==> src/rtl/ivr_pkg.sv <==
package ivr_pkg;

    localparam int DW         = 32;
    localparam int VEC_DWORDS = 8;
    localparam int VEC_BYTES  = VEC_DWORDS * 4;
    localparam int SIZE_W     = 5;
    localparam int MIN_LOG2   = 3;

    localparam logic [2:0] REG_CTRL   = 3'd0;
    localparam logic [2:0] REG_BASE   = 3'd1;
    localparam logic [2:0] REG_RPTR   = 3'd2;
    localparam logic [2:0] REG_WPTR   = 3'd3;
    localparam logic [2:0] REG_WBADDR = 3'd4;

    localparam int CB_RING    = 0;
    localparam int CB_INT     = 1;
    localparam int CB_WB      = 2;
    localparam int CB_CLR     = 3;
    localparam int CB_SIZE_LO = 8;

    localparam logic [DW-1:0] ALIGN_MASK = ~DW'(VEC_BYTES - 1);

    typedef struct packed {
        logic [7:0]       client;
        logic [7:0]       source;
        logic [7:0]       ring;
        logic [3:0]       vmid;
        logic             vmid_src;
        logic [47:0]      tstamp;
        logic             tstamp_src;
        logic [15:0]      pasid;
        logic             pasid_src;
        logic [3:0][31:0] data;
    } ivr_event_t;

    typedef logic [VEC_DWORDS-1:0][DW-1:0] ivr_vec_t;

    typedef enum logic [1:0] {ST_IDLE, ST_DATA, ST_WB} ivr_state_e;

    function automatic ivr_vec_t pack_vector(ivr_event_t e);
        ivr_vec_t v;
        v[0] = {e.vmid_src, 3'b000, e.vmid, e.ring, e.source, e.client};
        v[1] = e.tstamp[31:0];
        v[2] = {e.tstamp_src, 15'd0, e.tstamp[47:32]};
        v[3] = {e.pasid_src, 15'd0, e.pasid};
        for (int k = 0; k < 4; k++) begin
            v[4+k] = e.data[k];
        end
        return v;
    endfunction

    function automatic logic [DW-1:0] ring_mask(logic [SIZE_W-1:0] lg, int max_lg);
        int eff;
        eff = int'(lg);
        if (eff < MIN_LOG2) eff = MIN_LOG2;
        if (eff > max_lg)   eff = max_lg;
        return DW'((64'd1 << (eff + 2)) - 64'd1);
    endfunction

endpackage

==> src/rtl/ivr_regs.sv <==
module ivr_regs
    import ivr_pkg::*;
#(
    parameter int MAX_LOG2 = 16
) (
    input  logic          clk,
    input  logic          rst,
    input  logic          cfg_we,
    input  logic [2:0]    cfg_addr,
    input  logic [DW-1:0] cfg_wdata,
    output logic          ring_en,
    output logic          int_en,
    output logic          wb_en,
    output logic [DW-1:0] mask,
    output logic [DW-1:0] base,
    output logic [DW-1:0] wb_addr,
    output logic [DW-1:0] rptr,
    output logic          ovf_clr,
    output logic          sw_wptr_we,
    output logic [DW-1:0] sw_wptr
);

    logic [SIZE_W-1:0] size_lg;

    always_ff @(posedge clk) begin
        if (rst) begin
            ring_en <= 1'b0;
            int_en  <= 1'b0;
            wb_en   <= 1'b0;
            size_lg <= '0;
            base    <= '0;
            wb_addr <= '0;
            rptr    <= '0;
        end else if (cfg_we) begin
            case (cfg_addr)
                REG_CTRL: begin
                    ring_en <= cfg_wdata[CB_RING];
                    int_en  <= cfg_wdata[CB_INT];
                    wb_en   <= cfg_wdata[CB_WB];
                    size_lg <= cfg_wdata[CB_SIZE_LO +: SIZE_W];
                end
                REG_BASE:   base    <= cfg_wdata;
                REG_RPTR:   rptr    <= cfg_wdata;
                REG_WBADDR: wb_addr <= cfg_wdata;
                default: ;
            endcase
        end
    end

    assign mask       = ring_mask(size_lg, MAX_LOG2);
    assign ovf_clr    = cfg_we && (cfg_addr == REG_CTRL) && cfg_wdata[CB_CLR];
    assign sw_wptr_we = cfg_we && (cfg_addr == REG_WPTR);
    assign sw_wptr    = cfg_wdata;

endmodule

==> src/rtl/ivr_wptr.sv <==
module ivr_wptr
    import ivr_pkg::*;
(
    input  logic          clk,
    input  logic          rst,
    input  logic          advance,
    input  logic [DW-1:0] mask,
    input  logic [DW-1:0] rptr,
    input  logic          ovf_clr,
    input  logic          sw_we,
    input  logic [DW-1:0] sw_val,
    output logic [DW-1:0] wptr_word,
    output logic          ovf,
    output logic          pending
);

    logic [DW-1:0] ptr;
    logic [DW-1:0] ptr_next;
    logic [DW-1:0] rptr_eff;
    logic          hit;

    assign rptr_eff = rptr & mask & ALIGN_MASK;
    assign ptr_next = (ptr + DW'(VEC_BYTES)) & mask;
    assign hit      = (ptr_next == rptr_eff);

    always_ff @(posedge clk) begin
        if (rst) begin
            ptr <= '0;
            ovf <= 1'b0;
        end else if (sw_we) begin
            ptr <= sw_val & mask & ALIGN_MASK;
            ovf <= 1'b0;
        end else begin
            if (advance) ptr <= ptr_next;
            if (advance && hit) ovf <= 1'b1;
            else if (ovf_clr)   ovf <= 1'b0;
        end
    end

    assign wptr_word = ptr | DW'(ovf);
    assign pending   = ovf || (ptr != rptr_eff);

    AST_WPTR_STEP: assert property (@(posedge clk) disable iff (rst)
        (!$past(sw_we) && !$stable(ptr) && $stable(mask))
            |-> (ptr == (($past(ptr) + DW'(VEC_BYTES)) & mask)));

    AST_OVF_STICKY: assert property (@(posedge clk) disable iff (rst)
        ($past(ovf) && !$past(ovf_clr) && !$past(sw_we)) |-> ovf);

endmodule

==> src/rtl/ivr_emitter.sv <==
module ivr_emitter
    import ivr_pkg::*;
(
    input  logic          clk,
    input  logic          rst,
    input  logic          ring_en,
    input  logic          wb_en,
    input  logic          evt_valid,
    input  ivr_event_t    evt,
    input  logic [DW-1:0] base,
    input  logic [DW-1:0] wb_addr,
    input  logic [DW-1:0] ptr_word,
    output logic          evt_ready,
    output logic          mem_we,
    output logic [DW-1:0] mem_addr,
    output logic [DW-1:0] mem_wdata,
    output logic          advance
);

    localparam int IDX_W = $clog2(VEC_DWORDS);

    ivr_state_e       state;
    logic [IDX_W-1:0] idx;
    ivr_vec_t         vec;
    logic             last;

    assign last      = (idx == IDX_W'(VEC_DWORDS - 1));
    assign evt_ready = ring_en && (state == ST_IDLE);
    assign advance   = (state == ST_DATA) && last;

    always_ff @(posedge clk) begin
        if (rst) begin
            state <= ST_IDLE;
            idx   <= '0;
            vec   <= '0;
        end else begin
            case (state)
                ST_IDLE: if (evt_valid && evt_ready) begin
                    vec   <= pack_vector(evt);
                    idx   <= '0;
                    state <= ST_DATA;
                end
                ST_DATA: begin
                    if (last) state <= wb_en ? ST_WB : ST_IDLE;
                    else      idx   <= idx + 1'b1;
                end
                default: state <= ST_IDLE;
            endcase
        end
    end

    always_comb begin
        mem_we    = 1'b0;
        mem_addr  = '0;
        mem_wdata = '0;
        if (state == ST_DATA) begin
            mem_we    = 1'b1;
            mem_addr  = base + (ptr_word & ALIGN_MASK) + DW'({idx, 2'b00});
            mem_wdata = vec[idx];
        end else if (state == ST_WB) begin
            mem_we    = 1'b1;
            mem_addr  = wb_addr;
            mem_wdata = ptr_word;
        end
    end

    AST_WB_FOLLOWS: assert property (@(posedge clk) disable iff (rst)
        (advance && wb_en) |=> (mem_we && mem_addr == wb_addr && mem_wdata == ptr_word));

endmodule

==> src/rtl/ivr_producer.sv <==
module ivr_producer
    import ivr_pkg::*;
#(
    parameter int MAX_LOG2 = 16
) (
    input  logic         clk,
    input  logic         rst,
    input  logic         evt_valid,
    output logic         evt_ready,
    input  logic [7:0]   evt_client,
    input  logic [7:0]   evt_source,
    input  logic [7:0]   evt_ring,
    input  logic [3:0]   evt_vmid,
    input  logic         evt_vmid_src,
    input  logic [47:0]  evt_tstamp,
    input  logic         evt_tstamp_src,
    input  logic [15:0]  evt_pasid,
    input  logic         evt_pasid_src,
    input  logic [127:0] evt_data,
    input  logic         cfg_we,
    input  logic [2:0]   cfg_addr,
    input  logic [31:0]  cfg_wdata,
    output logic         mem_we,
    output logic [31:0]  mem_addr,
    output logic [31:0]  mem_wdata,
    output logic [31:0]  wptr_mirror,
    output logic         irq
);

    ivr_event_t    evt;
    logic          ring_en, int_en, wb_en;
    logic [DW-1:0] mask, base, wb_addr, rptr, sw_wptr;
    logic          ovf_clr, sw_wptr_we, advance, ovf, pending;

    always_comb begin
        evt.client     = evt_client;
        evt.source     = evt_source;
        evt.ring       = evt_ring;
        evt.vmid       = evt_vmid;
        evt.vmid_src   = evt_vmid_src;
        evt.tstamp     = evt_tstamp;
        evt.tstamp_src = evt_tstamp_src;
        evt.pasid      = evt_pasid;
        evt.pasid_src  = evt_pasid_src;
        evt.data       = evt_data;
    end

    ivr_regs #(.MAX_LOG2(MAX_LOG2)) u_regs (
        .clk(clk), .rst(rst),
        .cfg_we(cfg_we), .cfg_addr(cfg_addr), .cfg_wdata(cfg_wdata),
        .ring_en(ring_en), .int_en(int_en), .wb_en(wb_en),
        .mask(mask), .base(base), .wb_addr(wb_addr), .rptr(rptr),
        .ovf_clr(ovf_clr), .sw_wptr_we(sw_wptr_we), .sw_wptr(sw_wptr)
    );

    ivr_wptr u_wptr (
        .clk(clk), .rst(rst),
        .advance(advance), .mask(mask), .rptr(rptr),
        .ovf_clr(ovf_clr), .sw_we(sw_wptr_we), .sw_val(sw_wptr),
        .wptr_word(wptr_mirror), .ovf(ovf), .pending(pending)
    );

    ivr_emitter u_emit (
        .clk(clk), .rst(rst),
        .ring_en(ring_en), .wb_en(wb_en),
        .evt_valid(evt_valid), .evt(evt),
        .base(base), .wb_addr(wb_addr), .ptr_word(wptr_mirror),
        .evt_ready(evt_ready),
        .mem_we(mem_we), .mem_addr(mem_addr), .mem_wdata(mem_wdata),
        .advance(advance)
    );

    assign irq = int_en && pending;

    AST_NO_START_DISABLED: assert property (@(posedge clk) disable iff (rst)
        (!ring_en && !mem_we) |=> !mem_we);

    AST_OVF_RAISES_IRQ: assert property (@(posedge clk) disable iff (rst)
        (ovf && int_en) |-> irq);

endmodule

==> config.mk <==
export PLATFORM = sky130hd
export DESIGN_NAME = ivr_producer
export DESIGN_NICKNAME = d
export VERILOG_FILES = /design/src/rtl/ivr_pkg.sv /design/src/rtl/ivr_regs.sv /design/src/rtl/ivr_wptr.sv /design/src/rtl/ivr_emitter.sv /design/src/rtl/ivr_producer.sv
export SDC_FILE = /design/constraint.sdc
export NUM_CORES = 1
export LEC_CHECK = 0
export ABC_AREA = 0
export BUFFER_PORTS_ARGS = -buffer_cell sky130_fd_sc_hd__buf_2
export CAP_MARGIN = 25
export CORE_MARGIN = 1
export CORE_UTILIZATION = 51
export CTS_CLUSTER_SIZE = 14
export DETAILED_ROUTE_END_ITERATION = 8
export PLACE_DENSITY = 0.75
export RECOVER_POWER = 50
export SYNTH_ARGS = -nofsm -noshare
export SYNTH_HDL_FRONTEND = slang
export SYNTH_HIERARCHICAL = 1
export SYNTH_SLANG_ARGS = --single-unit
==> constraint.sdc <==
create_clock -name clk -period 4.4 [get_ports clk]
set_input_delay 0.88 -clock clk [delete_from_list [all_inputs] [get_ports clk]]
set_output_delay 0.88 -clock clk [all_outputs]
set_load 0.005 [all_outputs]
== Word-level counts from Yosys, hierarchy flattened ==
Cells that the tools add are included.

* Bits in latches: 0
* Output and inout bits: 99
* Bits of input ports: 262
* Memory bits (read-only): 0
* Logic and storage cells: 89
* Bits in writable memories: 0
* Register bits after elaboration: 365
* Memories kept: 0

* Bitwise gates (word level): 4
* Multiplexer cells: 21
* Shift-type cells: 1
* $add $sub $neg: 6
* Magnitude comparators: 3
* Reduce and logical (&&, ||, !) cells: 22
* $mul: 0
* Divide/modulo/power cells: 0
* Equality and inequality tests: 12

{| class="wikitable"
|+ Operators with widths
! kind !! number
|-
| 2-to-1 mux 32 bit || 7
|-
| AND 32 bit || 3
|-
| binary-select mux 32 bit (select 3 bit) || 1
|-
| adder 32 bit || 1
|-
| adder 32 x 5 -> 32 bit || 1
|-
| adder 32 x 6 -> 32 bit (second input constant) || 1
|-
| equality test 32 bit || 1
|-
| inequality test 32 bit || 1
|-
| bitwise OR 32 x 1 -> 32 bit || 1
|-
| << shifter 1 x 32 -> 32 bit (first input constant) || 1
|-
| subtractor 32 x 1 -> 32 bit (second input constant) || 1
|-
| AND reduction 2 bit || 6
|-
| 2-to-1 mux 5 bit || 2
|-
| logical AND 1 bit || 8
|-
| adder 5 x 2 -> 6 bit (second input constant) || 1
|-
| equality test 3 x 2 -> 1 bit (second input constant) || 2
|-
| equality test 3 bit (second input constant) || 2
|-
| 2-to-1 mux 2 bit || 3
|-
| 2-to-1 mux 3 bit || 2
|-
| one-hot mux 3 bit (2 select lines) || 1
|-
| nonzero test 2 bit || 3
|-
| greater-than comparator 5 bit (second input constant) || 1
|-
| less-than comparator 5 x 2 -> 1 bit (second input constant) || 1
|-
| less-than comparator 3 x 4 -> 1 bit (second input constant) || 1
|-
| other kinds (13) || 17
|}

== Logic depth before layout (Yosys ltp) ==
Gate-level depths: netlist (run 1).

* Word-level depth: 11
* Gate-level depth with buffers: 21
* Depth with buffers taken out: 18

== Modules after synthesis ==
The synthesis (run 1) kept the hierarchy.

{| class="wikitable"
|+ By module, submodules not included
! module !! cells an instance !! instances !! area each (um^2)
|-
| ivr_emitter || 1502 || 1 || 11770.0
|-
| ivr_regs || 662 || 1 || 4847.1
|-
| ivr_wptr || 494 || 1 || 3498.4
|-
| ivr_producer || 1 || 1 || 6.3
|}

== Least setup slack after synthesis (run 1) ==
No wires, ideal clock.

* Kind: register -> output
* From: register u_regs.size_lg[4]
* To: output port irq
* Arrival time: 3890 ps
* Buffers on the path: 4
* Slack: -370 ps
* Stages on the path, launching flop included: 21
* Cell sequence: dfxtp_1 buf_2 clkbuf_1 nor2_1 ha_1 buf_2 xnor2_2 nor2_1 o211ai_1 ha_1 buf_2 inv_1 a311o_1 a32oi_4 o41ai_1 nand2_1 xor2_1 nand4_1 nor4_1 nand4_1 and2_1

* Cells in the longest elaborated chain, start to end: 11

{| class="wikitable"
|+ Ends and longest elaborated chain
! item !! line !! source
|-
| from (decl) || ivr_regs.sv:23 || <nowiki>logic [SIZE_W-1:0] size_lg;</nowiki>
|-
| from (signal assigned) || ivr_regs.sv:40 || <nowiki>size_lg <= cfg_wdata[CB_SIZE_LO +: SIZE_W];</nowiki>
|-
| less-than comparator 5 x 2 -> 1 bit || ivr_pkg.sv:55 || <nowiki>if (eff < MIN_LOG2) eff = MIN_LOG2;</nowiki>
|-
| 2-to-1 mux 5 bit * || ivr_pkg.sv:55 ||
|-
| greater-than comparator 5 bit || ivr_pkg.sv:56 || <nowiki>if (eff > max_lg) eff = max_lg;</nowiki>
|-
| 2-to-1 mux 5 bit * || ivr_pkg.sv:56 ||
|-
| adder 5 x 2 -> 6 bit * || ivr_pkg.sv:57 || <nowiki>return DW'((64'd1 << (eff + 2)) - 64'd1);</nowiki>
|-
| << shifter 1 x 32 -> 32 bit * || ivr_pkg.sv:57 ||
|-
| subtractor 32 x 1 -> 32 bit * || ivr_pkg.sv:57 ||
|-
| named net mask[26] || ivr_producer.sv:32 || <nowiki>logic [DW-1:0] mask, base, wb_addr, rptr, sw_wptr;</nowiki>
|-
| AND 32 bit * || ivr_wptr.sv:22 || <nowiki>assign rptr_eff = rptr & mask & ALIGN_MASK;</nowiki>
|-
| inequality test 32 bit * || ivr_wptr.sv:41 || <nowiki>assign pending = ovf || (ptr != rptr_eff);</nowiki>
|-
| logical OR 1 bit * || ivr_wptr.sv:41 ||
|-
| named net pending || ivr_producer.sv:33 || <nowiki>logic ovf_clr, sw_wptr_we, advance, ovf, pending;</nowiki>
|-
| logical AND 1 bit * || ivr_producer.sv:73 || <nowiki>assign irq = int_en && pending;</nowiki>
|-
| to (decl) || ivr_producer.sv:27 || <nowiki>output logic irq</nowiki>
|}

Mark *: on every way through the listed nets, which the timed path passes. The rest lies on a longest branch.

== Worst setup path in the final report (run 1) ==
* From: register u_regs.size_lg[2]
* To: output port irq

The elaborated chain is that of the path after synthesis.

==> impl_results.md, run 1 <==
- Die area: 39,860 um2
- Startpoint types: flop
- Least-Margin Pin Slew: 3.139 ns
- Mapped Avg Cell Area: 7.563 um2
- Fraction of final layout cells sized beyond drive strength 1: 0.2126
- Crit share post-route: 1.120
- Inserted Clock Buffers: 41
- Num ports: 361
- Detail Placement HPWL: 50,670 um
- Crit Path Class: flop to output pin
- Worst-Skew Late Latency: 0.58 ns
- Final hold vios: 0
- Fmax: 202.9 MHz
- Placer congestion estimate: 0.9828
- Hold buffers post-CTS: 0
- Drt drc: 0
- Final worst-path setup slack: -0.5282 ns
- RSZ-0062 raised after global routing: true
- Vias per cell: 5.828
- Setup Skew: 0.01958 ns
- Routed via count: 20,050
- Initial DRC count: 1,860
- H-Tree Depth: 2
- Final-report max-slew violation count: 227
- CP Capture Type: output pin
- 1st-pass router iterations: 6
- Post-Syn Nets: 2,934
- Gr usage total: 0.3485
- Initial antenna violation count: 17
- Die Ht: 199.6 um
- Outcome: complete, but fails checks
- Power per cell area: 321.5 nW/um2
- Violated checks: max-capacitance violations, max-slew violations, negative setup slack
- Peak supply drop: 0.3347 mV
- Number of clock sinks: 360
- Worst Path Arrival: 4.05 ns
- DIE WIDTH: 199.6 um
- Vias in the first global route: 19,110
- Root Driver: clkbuf_16
- First-pass GRT wire length: 106,900 um
- P_leak: 8.855 nW
- Final Setup Violations: 1
- Routed WL: 70,370 um
- Avg WL per Cell: 20.46 um
- Min-Delay Path Class: flop to flop
- Port Buffer Count: 360
- Dpl ws: -0.1317 ns
- Worst endpoint required time: 3.52 ns
- Core ar.: 38,560 um2
- Slew margin rel.: -1.100
- Final net count: 3,183
- Total of max-cap violations: 5
- Clk slew on worst S/H paths: 0.06 ns
- Routed Antenna Nets: 0
- Yosys warns: 6
- Row cnt: 72
- Clock Tree Buf Depth: 3
- Synthesized netlist cell count: 2,634
- TritonCTS clock tree: done
- Syn Std Cell Area: 19,920 um2
- Final min period: 4.928 ns
- Final Util: 0.6072
- Initial core utilization: 0.5167
- Crit Path Max Fanout: 3
- Syn-to-layout area delta: 17.51%
- Grt total ovfl: 0
- Largest net degree at the start of global routing: 138
==> routing by layer <==
layer	up-vias	part of all wire	wire length [um]	global-route usage
li1	9455	-	-	-
met1	9470	0.40	28120	0.4480
met2	918	0.47	32990	0.5576
met3	190	0.091	6387	0.08152
met4	14	0.040	2788	0.1490
met5	-	0.0013	92	0
==> layout make-up <==
class,count,area (um2)
diodes,10,25.02
repair buffers,460,2484
flip-flops and latches,360,7217
inverters,26,100.1
multi-input cells,1994,11520
fillers,3612,15150
well taps,518,648.1
clock inverters,18,284.0
clock buffers,54,1135
==> path summary, 6_finish.rpt <==
kind,from,to,slack (ns),cells after the start
setup reg to reg,u_emit/state[0],u_emit/vec[170],0.24,7
hold / removal,u_emit/vec[153],u_emit/vec[153],0.45,2
setup / recovery,u_regs/size_lg[2],irq,-0.53,19
hold reg to reg,u_emit/vec[153],u_emit/vec[153],0.45,2
==> timing repair <==
item / CTS / global route
buffers inserted: 1 / 0
hold endpoints to repair: 0 / 0
pin swaps: 12 / 2
gates resized for setup: 9 / 2
setup endpoints to repair: 1 / 2
==> through the flow <==
stage               hold slack [ns]  instance area [um2]  std cells  power, mW  TNS (ns)
global route                 0.4663                23400       3438      7.762    -5.871
CTS                          0.4528                23510       3430      7.546   -0.5275
detailed placement           0.4455                22030       3357      3.984   -0.1317
floorplan                    0.4317                20030       2634      3.699  -0.03657
global placement             0.4378                22030       3357      3.979   -0.1344
finish                       0.4524                23410       3440      7.525   -0.5282
==> critical path: stages, from the launching register on <==
cell      delay, ns
dfxtp_2        0.33
o21ba_4        0.22
nor2_2         0.14
ha_4           0.19
xnor2_4        0.14
nor2_4         0.05
o211ai_1       0.08
ha_2           0.23
inv_4          0.04
a311o_1        0.31
a32oi_4        0.31
o211ai_1       0.20
o41ai_4        0.09
nand2_1        0.12
xor2_1         0.16
nand4_1        0.12
nor4_2         0.30
nand4_1        0.17
and2_4         0.19
buf_6          0.10
==> state kept, by name, indices dropped and copies added (netlist names) <==
name	count
u_emit/vec	223
u_regs/wb_addr	32
u_regs/int_en	1
u_regs/wb_en	1
u_wptr/ptr	32
u_wptr/ovf	1
u_regs/size_lg	5
u_emit/state	2
u_regs/base	32
u_regs/ring_en	1
u_regs/rptr	27
u_emit/idx	3
==> layout by cell type (no fill, tap or decap), types with 13 or more instances in the layout <==
cell,n
a211oi_1,14
a21boi_0,13
a21oi_1,388
a22o_1,19
a31oi_1,22
buf_2,350
buf_4,74
clkbuf_1,37
clkbuf_16,41
dfxtp_1,356
ha_1,34
inv_1,23
mux2_2,20
mux2i_1,16
mux4_2,49
nand2_1,862
nand3_1,42
nand4_1,24
nor2_1,48
nor3_1,26
o21ai_0,110
xnor2_1,59
xor2_1,43
==> power breakdown <==
group,internal [mW],switching [mW],total [mW],leakage [nW]
combinational,0.239,0.368,0.608,5.26
clock,2.14,1.46,3.59,0.692
sequential,3.30,0.0271,3.32,2.91
total,5.67,1.85,7.53,8.86
Power figures use the tool's default switching activity.
==> inputs of run 2 (changes only) <==
Settings changed: CORE_ASPECT_RATIO set to 0.5.
==> impl_results.md, run 2 (same netlist as run 1, synthesis figures left out) <==
- Placer congestion estimate: 1.007
- Setup Skew: 0.01970 ns
- Initial core utilization: 0.5255
- Die area: 39,900 um2
- Number of clock sinks: 360
- Die Ht: 141.8 um
- Num ports: 361
- Clk slew on worst S/H paths: 0.06 ns
- DIE WIDTH: 281.5 um
- Grt total ovfl: 0
- Final hold vios: 0
- Cell count along the critical path: 20
- Initial antenna violation count: 20
- Row cnt: 50
- Aggregate negative setup slack: -0.4577 ns
- 1st-pass router iterations: 8
- Most frequent cells in the layout: nand2_1, a21oi_1, buf_2, dfxtp_1, o21ai_0
- Worst-Skew Late Latency: 0.55 ns
- Routed WL: 67,380 um
- Gr usage total: 0.3259
- Peak supply drop: 0.2238 mV
- Reg with most FFs: u_emit/vec
- RSZ-0062 raised after global routing: true
- TritonCTS clock tree: done
- P_leak: 8.730 nW
- CP Capture Type: output pin
- H-Tree Depth: 2
- Least-Margin Pin Slew: 2.860 ns
- Worst stage delay on the critical path: 0.32 ns
- Detail Placement HPWL: 47,730 um
- Worst reg-to-reg path cell count: 9
- Total of max-cap violations: 4
- Drt drc: 0
- Fmax: 205.9 MHz
- Final worst-path setup slack: -0.4577 ns
- Initial DRC count: 2,600
- Final Setup Violations: 1
- Crit share post-route: 1.104
- Final net count: 3,170
- Core ar.: 37,910 um2
- Fraction of final layout cells sized beyond drive strength 1: 0.2086
- Buf/Inv on CP: 3
- Min-Delay Path Class: flop to flop
- Worst endpoint required time: 3.52 ns
- Violated checks: max-capacitance violations, max-slew violations, negative setup slack
- Routed Antenna Nets: 0
- Worst path top cell family by delay: simple AND/OR/NAND/NOR gates
- Hold depth: 2
- Total power: 7.069 mW
- First-pass GRT wire length: 101,600 um
- Slew margin rel.: -0.9065
- Worst Path Arrival: 3.98 ns
- Outcome: complete, but fails checks
- CP max stage cell: dfxtp_2
- Inserted Clock Buffers: 36
- Power per cell area: 304.9 nW/um2
- Vias in the first global route: 17,750
- Clock Tree Buf Depth: 3
- Most common cell after layout, fill and taps aside: nand2_1
- Syn-to-layout area delta: 16.38%
- Largest net degree at the start of global routing: 251
- Cell Chain, Critical Path: o21ba_4 -> nor2_4 -> ha_4 -> xnor2_4 -> nor2_4 -> o211ai_1 -> ha_2 -> inv_4 -> a311o_1 -> a32oi_4 -> buf_4 -> nand3_1 -> nand3_1 -> nand2_1 -> xor2_1 -> o21ai_0 -> nor3_1 -> nand4_1 -> and2_1 -> buf_2
- Final-report max-slew violation count: 345
- Crit Path Max Fanout: 4
- Startpoint types: flop
- Max reg flops: 223
- Root Driver: clkbuf_16
- Avg WL per Cell: 19.62 um
- Final min period: 4.858 ns
- Routed via count: 19,890
- Port Buffer Count: 360
- Crit Path Class: flop to output pin
- Vias per cell: 5.791
==> run 2: cell type report <==
type	instances	area, um2
fillers	3572	14730
multi-input cells	1994	11530
flip-flops and latches	360	7218
repair buffers	452	2447
clock buffers	55	1084
well taps	520	650.6
clock inverters	8	106.4
inverters	26	100.1
diodes	19	47.55
==> run 2: worst reg2reg max path: cells and delay by family, from the launching register on <==
kind / cells / cell delay (ns)
AO/OA/AOI/OAI: 3 / 0.85
XOR/XNOR: 1 / 0.18
adder cells (fa/ha/maj): 1 / 0.41
buffers and inverters: 1 / 0.63
flip-flops: 1 / 0.37
AND/OR/NAND/NOR: 3 / 1.10
==> run 2: worst paths after layout <==
path	from	endpoint	slack [ns]
worst max-delay path	u_regs/size_lg[1]	irq	-0.46
worst min-delay path	u_emit/vec[198]	u_emit/vec[198]	0.45
worst max register to register	u_wptr/ptr[5]	u_wptr/ovf	0.81
worst min register to register	u_emit/vec[198]	u_emit/vec[198]	0.45
==> run 2: per-stage QoR <==
stage	std cells	utilization	setup slack, ns	hold WS, ns	instance area (um2)
final	3434	0.6116	-0.4577	0.4500	23180
after global routing	3434	0.6116	-0.6585	0.4686	23180
after CTS	3415	0.6116	-0.5532	0.4522	23180
after detailed placement	3349	0.5795	-0.06589	0.4436	21970
after global placement	3349	0.5795	-0.05483	0.4395	21970
after floorplan	2634	-	-0.03657	0.4317	20030
==> run 2: report_power, final <==
| part | total, mW | switching, mW | internal (mW) |
|---|---|---|---|
| sequential | 3.32 | 0.0273 | 3.30 |
| clock | 3.16 | 1.38 | 1.78 |
| combinational | 0.588 | 0.352 | 0.236 |
==> run 2: layer usage <==
layer	wire length, um	part of all wire	vias to the layer above	track usage
met3	5584	0.083	154	0.05450
met4	2253	0.033	0	0.1364
li1	-	-	9429	-
met1	28520	0.42	9406	0.4513
met2	31020	0.46	898	0.5032
met5	0	0	-	0
==> run 2: what timing repair did <==
action / CTS / global route
resized for setup: 2 / 13
endpoints found under the setup margin: 1 / 11
pin swaps: 11 / 5
endpoints found under the hold margin: 0 / 0
hold buffers: 0 / 0
buffers inserted: 3 / 0
